## src/rtl/sram_seq_pkg.sv

```systemverilog
package sram_seq_pkg;

  typedef enum logic [2:0] {
    ST_IDLE    = 3'd0,
    ST_ADDR_W  = 3'd1,
    ST_EN_LOW  = 3'd2,
    ST_EN_HIGH = 3'd3,
    ST_W_HIGH  = 3'd4,
    ST_RECOVER = 3'd5
  } seqState_t;

  // Strobes from control to datapath, applied on the edge where the state changes.
  typedef struct packed {
    logic load;      // capture request, drive bus
    logic wAssert;   // write strobe low
    logic eAssert;   // chip select low
    logic eRelease;  // chip select high
    logic wRelease;  // write strobe high, bus off
  } seqStrobe_t;

  function automatic int ceilDiv(input int num, input int den);
    return (num + den - 1) / den;
  endfunction

  // Chip-select low cycles. The address/data phase supplies one cycle before
  // the chip select falls, so the setup minimums need one cycle less.
  function automatic int lowCycles(input int clkNs, input int pulseNs,
                                   input int dsuNs, input int avehNs);
    int n;
    n = ceilDiv(pulseNs, clkNs);
    if (ceilDiv(dsuNs, clkNs) - 1 > n) n = ceilDiv(dsuNs, clkNs) - 1;
    if (ceilDiv(avehNs, clkNs) - 1 > n) n = ceilDiv(avehNs, clkNs) - 1;
    if (n < 1) n = 1;
    return n;
  endfunction

  // Padding cycles. A whole period spans the address phase, the low phase,
  // the two release steps, the padding and at least one idle cycle.
  function automatic int recCycles(input int clkNs, input int cycleNs, input int lowCyc);
    int n;
    n = ceilDiv(cycleNs, clkNs) - lowCyc - 4;
    if (n < 1) n = 1;
    return n;
  endfunction

endpackage

```

## src/rtl/sram_seq_ctrl.sv

```systemverilog
module sram_seq_ctrl
  import sram_seq_pkg::*;
#(
  parameter int LOW_CYC = 2,
  parameter int REC_CYC = 1
) (
  input  logic       clk,
  input  logic       rstN,
  input  logic       reqValid,
  output logic       reqReady,
  output logic       wrDone,
  output seqStrobe_t strobe
);

  localparam int CNT_MAX = (LOW_CYC > REC_CYC) ? LOW_CYC : REC_CYC;
  localparam int CNT_W   = $clog2(CNT_MAX + 1);

  seqState_t        state, stateNext;
  logic [CNT_W-1:0] cnt, cntNext;

  always_ff @(posedge clk) begin
    if (!rstN) begin
      state <= ST_IDLE;
      cnt   <= '0;
    end else begin
      state <= stateNext;
      cnt   <= cntNext;
    end
  end

  always_comb begin
    stateNext = state;
    cntNext   = cnt;
    strobe    = '0;
    unique case (state)
      ST_IDLE: begin
        if (reqValid) begin
          stateNext      = ST_ADDR_W;
          strobe.load    = 1'b1;
          strobe.wAssert = 1'b1;
        end
      end
      ST_ADDR_W: begin
        stateNext      = ST_EN_LOW;
        strobe.eAssert = 1'b1;
        cntNext        = CNT_W'(LOW_CYC - 1);
      end
      ST_EN_LOW: begin
        if (cnt == '0) begin
          stateNext       = ST_EN_HIGH;
          strobe.eRelease = 1'b1;
        end else begin
          cntNext = cnt - 1'b1;
        end
      end
      ST_EN_HIGH: begin
        stateNext       = ST_W_HIGH;
        strobe.wRelease = 1'b1;
      end
      ST_W_HIGH: begin
        stateNext = ST_RECOVER;
        cntNext   = CNT_W'(REC_CYC - 1);
      end
      ST_RECOVER: begin
        if (cnt == '0) stateNext = ST_IDLE;
        else           cntNext   = cnt - 1'b1;
      end
      default: stateNext = ST_IDLE;
    endcase
  end

  assign reqReady = (state == ST_IDLE);
  assign wrDone   = (state == ST_RECOVER) && (cnt == '0);

endmodule

```

## src/rtl/sram_seq_dpath.sv

```systemverilog
module sram_seq_dpath
  import sram_seq_pkg::*;
#(
  parameter int ADDR_W = 17,
  parameter int DATA_W = 8
) (
  input  logic              clk,
  input  logic              rstN,
  input  seqStrobe_t        strobe,
  input  logic [ADDR_W-1:0] reqAddr,
  input  logic [DATA_W-1:0] reqData,
  output logic [ADDR_W-1:0] memAddr,
  output logic [DATA_W-1:0] memDq,
  output logic              memDqOe,
  output logic              memCeN,
  output logic              memWeN
);

  always_ff @(posedge clk) begin
    if (!rstN) begin
      memAddr <= '0;
      memDq   <= '0;
    end else if (strobe.load) begin
      memAddr <= reqAddr;
      memDq   <= reqData;
    end
  end

  always_ff @(posedge clk) begin
    if (!rstN) begin
      memWeN  <= 1'b1;
      memDqOe <= 1'b0;
    end else if (strobe.wAssert) begin
      memWeN  <= 1'b0;
      memDqOe <= 1'b1;
    end else if (strobe.wRelease) begin
      memWeN  <= 1'b1;
      memDqOe <= 1'b0;
    end
  end

  always_ff @(posedge clk) begin
    if (!rstN)                memCeN <= 1'b1;
    else if (strobe.eAssert)  memCeN <= 1'b0;
    else if (strobe.eRelease) memCeN <= 1'b1;
  end

endmodule

```

## src/rtl/sramWriteSeq.sv

```systemverilog
module sramWriteSeq
  import sram_seq_pkg::*;
#(
  parameter int CLK_PERIOD_NS = 8,
  parameter int ADDR_W        = 17,
  parameter int DATA_W        = 8,
  parameter int T_PULSE_NS    = 15,
  parameter int T_DSETUP_NS   = 10,
  parameter int T_AVEH_NS     = 15,
  parameter int T_CYCLE_NS    = 20
) (
  input  logic              clk,
  input  logic              rstN,
  input  logic              reqValid,
  output logic              reqReady,
  input  logic [ADDR_W-1:0] reqAddr,
  input  logic [DATA_W-1:0] reqData,
  output logic              wrDone,
  output logic [ADDR_W-1:0] memAddr,
  output logic [DATA_W-1:0] memDq,
  output logic              memDqOe,
  output logic              memCeN,
  output logic              memWeN
);

  localparam int LOW_CYC = lowCycles(CLK_PERIOD_NS, T_PULSE_NS, T_DSETUP_NS, T_AVEH_NS);
  localparam int REC_CYC = recCycles(CLK_PERIOD_NS, T_CYCLE_NS, LOW_CYC);

  seqStrobe_t strobe;

  sram_seq_ctrl #(.LOW_CYC(LOW_CYC), .REC_CYC(REC_CYC)) ctrl (
    .clk      (clk),
    .rstN     (rstN),
    .reqValid (reqValid),
    .reqReady (reqReady),
    .wrDone   (wrDone),
    .strobe   (strobe)
  );

  sram_seq_dpath #(.ADDR_W(ADDR_W), .DATA_W(DATA_W)) dpath (
    .clk     (clk),
    .rstN    (rstN),
    .strobe  (strobe),
    .reqAddr (reqAddr),
    .reqData (reqData),
    .memAddr (memAddr),
    .memDq   (memDq),
    .memDqOe (memDqOe),
    .memCeN  (memCeN),
    .memWeN  (memWeN)
  );

endmodule

```

## config.mk

```make
export PLATFORM = sky130hd
export DESIGN_NAME = sramWriteSeq
export DESIGN_NICKNAME = d
export VERILOG_FILES = /design/src/rtl/sram_seq_pkg.sv /design/src/rtl/sram_seq_ctrl.sv /design/src/rtl/sram_seq_dpath.sv /design/src/rtl/sramWriteSeq.sv
export SDC_FILE = /design/constraint.sdc
export NUM_CORES = 1
export LEC_CHECK = 0
export BUFFER_PORTS_ARGS = -buffer_cell sky130_fd_sc_hd__buf_2
export CORE_ASPECT_RATIO = 1.1
export CORE_MARGIN = 8
export CORE_UTILIZATION = 35
export DETAILED_ROUTE_END_ITERATION = 10
export PLACE_DENSITY = 0.73
export SLEW_MARGIN = 20
export SYNTH_ARGS = -nofsm -noshare
export SYNTH_HDL_FRONTEND = slang
export SYNTH_SLANG_ARGS = --single-unit
```

## constraint.sdc

```tcl
create_clock -name clk -period 1.55 [get_ports clk]
set_input_delay 0.2325 -clock clk [delete_from_list [all_inputs] [get_ports clk]]
set_output_delay 0.2325 -clock clk [all_outputs]
set_load 0.05 [all_outputs]
```

# Yosys cells after proc, flatten, opt, wreduce, memory -nomap -nowiden
# Index checks and enable logic that the tools add are counted.
op_classes:
  addsub: 1
  multipliers: 0
  div: 0
  magnitude_cmp: 0
  eq_ne: 9
  n_shift: 0
  muxes: 18
  bitwise: 0
  reduce_logical: 9
ops:
  columns: ["op", "n"]
  rows:
  - ["case mux 3 bit (6 select lines)", 1]
  - ["two-way mux 1 bit", 10]
  - ["two-way mux 3 bit", 3]
  - ["equality test 3 x 2 -> 1 bit (second input constant)", 2]
  - ["equality test 3 bit (second input constant)", 2]
  - ["two-way mux 2 bit", 3]
  - ["case mux 2 bit (3 select lines)", 1]
  - ["!= test 2 x 1 -> 1 bit (second input constant)", 2]
  - ["!= test 2 bit (second input constant)", 2]
  - ["nonzero test 2 bit", 2]
  - ["equality test 3 x 1 -> 1 bit (second input constant)", 1]
  - ["logical NOT 3 bit", 1]
  - ["AND reduction 3 bit", 1]
  - ["nonzero test 3 bit", 1]
  - ["logical NOT 2 bit", 1]
  - ["AND reduction 2 bit", 1]
  - ["OR reduction 2 bit", 1]
  - ["subtractor 2 x 1 -> 2 bit (second input constant)", 1]
  - ["logical AND 1 bit", 1]
word_totals:
  ff_bits: 33
  latchBits: 0
  ram_bits: 0
  rom_bits: 0
  in_bits: 28
  out_inout_bits: 30
  mem_count: 0

# Depth between registers and ports, before layout
depth:
  ltp_word: 5
  ltp_mapped: 7

# Hierarchy
# A second synthesis with hierarchy kept.
hier_totals:
  cells_unflattened: 134
  area_unflattened_um2: 1427.6
by_module_without_submodules:
  columns: ["module", "instances", "cells_per_inst", "area_per_inst_um2"]
  rows:
  - ["sram_seq_dpath", 1, 89, 1057.3]
  - ["sram_seq_ctrl", 1, 45, 370.4]

# Least setup slack after synthesis
# Ideal clock, no wire load.
synth_path:
  path_type: "register to output"
  startpoint: "register ctrl.cnt[0]"
  endpoint: "output port wrDone"
  arrival_ns: 2.462
  t_required_ns: 1.317
  slack_ns: -1.145
  path_stages_with_launch: 6
  n_path_buf: 1
  cell_sequence: "dfxtp_1 -> inv_1 -> ha_1 -> clkbuf_1 -> inv_1 -> nor4b_1"
synth_via:
  elab_chain_cells: 2
synth_lines:
  columns: ["element", "line_no", "text"]
  rows:
  - ["from (decl)", "sram_seq_ctrl.sv:19", "logic [CNT_W-1:0] cnt, cntNext;"]
  - ["from (signal assigned)", "sram_seq_ctrl.sv:27", "cnt <= cntNext;"]
  - ["logical NOT 2 bit", "sram_seq_ctrl.sv:73", "assign wrDone = (state == ST_RECOVER) && (cnt == '0);"]
  - ["logical AND 1 bit", "sram_seq_ctrl.sv:73", null]
  - ["to (decl)", "sramWriteSeq.sv:18", "output logic wrDone,"]
# Every way passes these cells.

# Final worst setup path
# Same ends and word-level chain as after synthesis.

==> results.md <==
- Status: complete, no violations
- Crit path max fanout: 3
- Max-cap violations: 0
- # fillers: 404
- CTS Buffer Depth: 2
- Pwr/cell area: 1540 nW/µm²
- Cell area after synthesis: 1410 µm²
- # clock sinks: 33
- Fmax: 0.653 GHz
- Final setup viols: 0
- # rows: 24
- Critical path's slowest cell: dfxtp_2
- R2R depth: 7
- Ys flop type: dfxtp_1
- Layout Skew: 0.00371 ns
- Worst-margin pin slew: 0.475 ns
- Clock slew at reported path FFs: 0.07 ns
- Synth Net Count: 200
- Buf/Inv on CP: 3
- H-tree depth: 2
- Vias/cell: 4.59
- Critical Path End: wrDone
- Syn_area_per_cell: 8.25 µm²
- Number of DRC markers in iteration 0: 51
- Leak: 0.899 nW
- Ant diodes: 0
- Most frequent cells in the layout: 55 x nand2_1, 55 x buf_2, 28 x dfxtp_1, 21 x a21boi_1, 8 x buf_4
- Yosys reg bits: 33
- CP startpoint: ctrl.cnt[0]
- Synth unique cells: 31
- Crit-path cells: inv_2 > ha_4 > inv_2 > nor4b_4 > buf_6
- Slew margin rel.: 0.684
- WL final: 3520 µm
- Worst path max stage delay: 0.33 ns
- Antenna violations before repair: 0
- Asr flop ratio synth: 0
- Hold-fix buffers, CTS: 0
- Post-route core utilization: 0.500
- Final RePlAce weighted congestion: 0.760
- Buffers on Ports: 57
- Core ar.: 3930 µm²
- HP Class: input port to flip-flop
- Unrepaired setup endpoints after global routing: yes
- DR vias: 1309
- Most common cell on crit path: inv_2
- Post-synth EDFFs: 0
- I/O Pins: 58
- Vias in the first global route: 1277
- Critical Path RT: 1.32 ns
- Total power: 3.02 mW
- WS Path Type: flip-flop to output port
- First-pass GRT wire length: 5820 µm
- DIE WIDTH: 76.5 µm
- Share of layout cells above drive strength 1: 0.369
- Worst path depth: 5
- Wire per inst: 12.4 µm
- Startpoint types: flip-flop
- Critical path data arrival time: 1.30 ns
- Crit end category: output port
- Final period utilization: 0.987
- P&R area growth vs syn: 39.3%
- Critical R2R Capture: ctrl.cnt[0]
- Final Instance Area: 1970 µm²
- Nets: 261
- Total CTS buffers: 5
- Initial Util: 0.359
- Root buffer cell: clkbuf_8
- Syn Inst Count: 171
- VDD IR max: 636 µV
- Die Y: 82.6 µm
- Final hold viol count: 0
- Clk_lat worst skew: 0.27 ns
- Tmin final: 1.53 ns
- Slew Viols, Final: 0
- Final HPWL DP: 2470 µm
- Residual DRC count: 0
- Sequential-to-total area share from yosys stat: 0.468
- Setup_tns: 0 ns
- Worst r2r src: ctrl.cnt[0]
- CTS tree: done
- Cell family with most CP delay: flip-flops
- Largest net degree at the start of global routing: 34
- Syn. warnings: 0
- Antenna viol nets, final: 0
- Placed cell area: 1780 µm²
- Pre-CTS WS: 0.0692 ns
- Router iterations before antenna repair: 4
- Final worst-path setup slack: 0.0198 ns
- Reg2reg setup slack: 0.07 ns
- Full die area: 6320 µm²
- Global route overflow: 0
- Total GRT Usage: 0.112
[worst register-to-register path, cell delays in order, from the launching register on]
cell	delay [ns]
dfxtp_2	0.35
inv_2	0.05
ha_4	0.16
buf_4	0.14
or4_1	0.40
o21ai_1	0.10
a22oi_1	0.10
a21boi_1	0.12
[kinds of logic after synthesis]
family,after synthesis,share of synthesized area
adder cells (fa/ha/maj),1,0.00886
buffers and inverters,17,0.0629
AO/OA/AOI/OAI,46,0.228
AND/OR/NAND/NOR,73,0.226
XOR/XNOR,1,0.00621
flip-flops,33,0.468
[what timing repair did]
action,CTS,global route
pin swaps,2,6
gates resized for setup,12,4
endpoints found under the setup margin,2,6
setup buffers,1,2
[worst min-delay path by stage]
stage | startpoint | to | slack [ns] | depth (start not counted)
floorplan | reqAddr[0] | dpath.memAddr[0] | 0.37 | 2
finish | reqAddr[0] | dpath.memAddr[0] | 0.19 | 3
CTS | reqData[1] | dpath.memDq[1] | 0.18 | 3
global route | reqAddr[8] | dpath.memAddr[8] | 0.18 | 3
global placement | dpath.memDq[7] | dpath.memDq[7] | 0.44 | 2
detailed placement | dpath.memAddr[10] | dpath.memAddr[10] | 0.44 | 2
[report_power, final]
part	internal, mW	leakage [nW]	switching (mW)
Combinational	0.389	0.567	0.731
Clock	0.524	0.0585	0.297
Sequential	0.972	0.273	0.106
Total	1.88	0.899	1.13
[state kept, by name, indices dropped and copies added, names as in the netlist]
register	cells
dpath.memDq	8
dpath.memDqOe	1
dpath.memAddr	17
ctrl.cnt	2
dpath.memWeN	1
dpath.memCeN	1
ctrl.state	3
[cells in the mapped netlist (2+ instances only)]
| cell | count | area, µm² |
|---|---|---|
| inv_1 | 5 | 18.8 |
| and2_1 | 2 | 12.5 |
| nor2b_1 | 2 | 12.5 |
| and3_1 | 2 | 12.5 |
| clkbuf_1 | 4 | 15.0 |
| nand2b_1 | 2 | 12.5 |
| a21boi_0 | 5 | 37.5 |
| nor2_1 | 5 | 18.8 |
| a21boi_1 | 21 | 158 |
| a22oi_1 | 2 | 15.0 |
| buf_2 | 5 | 25.0 |
| dfxtp_1 | 33 | 661 |
| nand2_1 | 55 | 206 |
| a21oi_1 | 6 | 30.0 |
| o21a_1 | 3 | 22.5 |
| buf_6 | 2 | 22.5 |
| o21ai_0 | 3 | 15.0 |
[metrics by stage]
step,std cells,hold WS [ns]
6_report,285,0.190
5_1_grt,285,0.183
4_1_cts,283,0.180
3_5_place_dp,274,0.443
3_3_place_gp,274,0.439
2_1_floorplan,171,0.367
[layout make-up]
cell class | instances | area (µm²) | area share
Multi-Input combinational cell | 121 | 709 | 0.361
Sequential cell | 33 | 669 | 0.341
Timing Repair Buffer | 66 | 387 | 0.197
Clock buffer | 7 | 86.3 | 0.0439
Tap cell | 52 | 65.1 | 0.0331
Clock inverter | 1 | 30.0 | 0.0153
Inverter | 5 | 18.8 | 0.00955
[metal layers]
layer / wire, µm / track usage
met1: 1480 / 0.108
met2: 1720 / 0.207
met3: 272 / 0.0552
met4: 40 / 0.0442
met5: 0 / 0
Note: power is estimated with default switching activity, not from simulation.
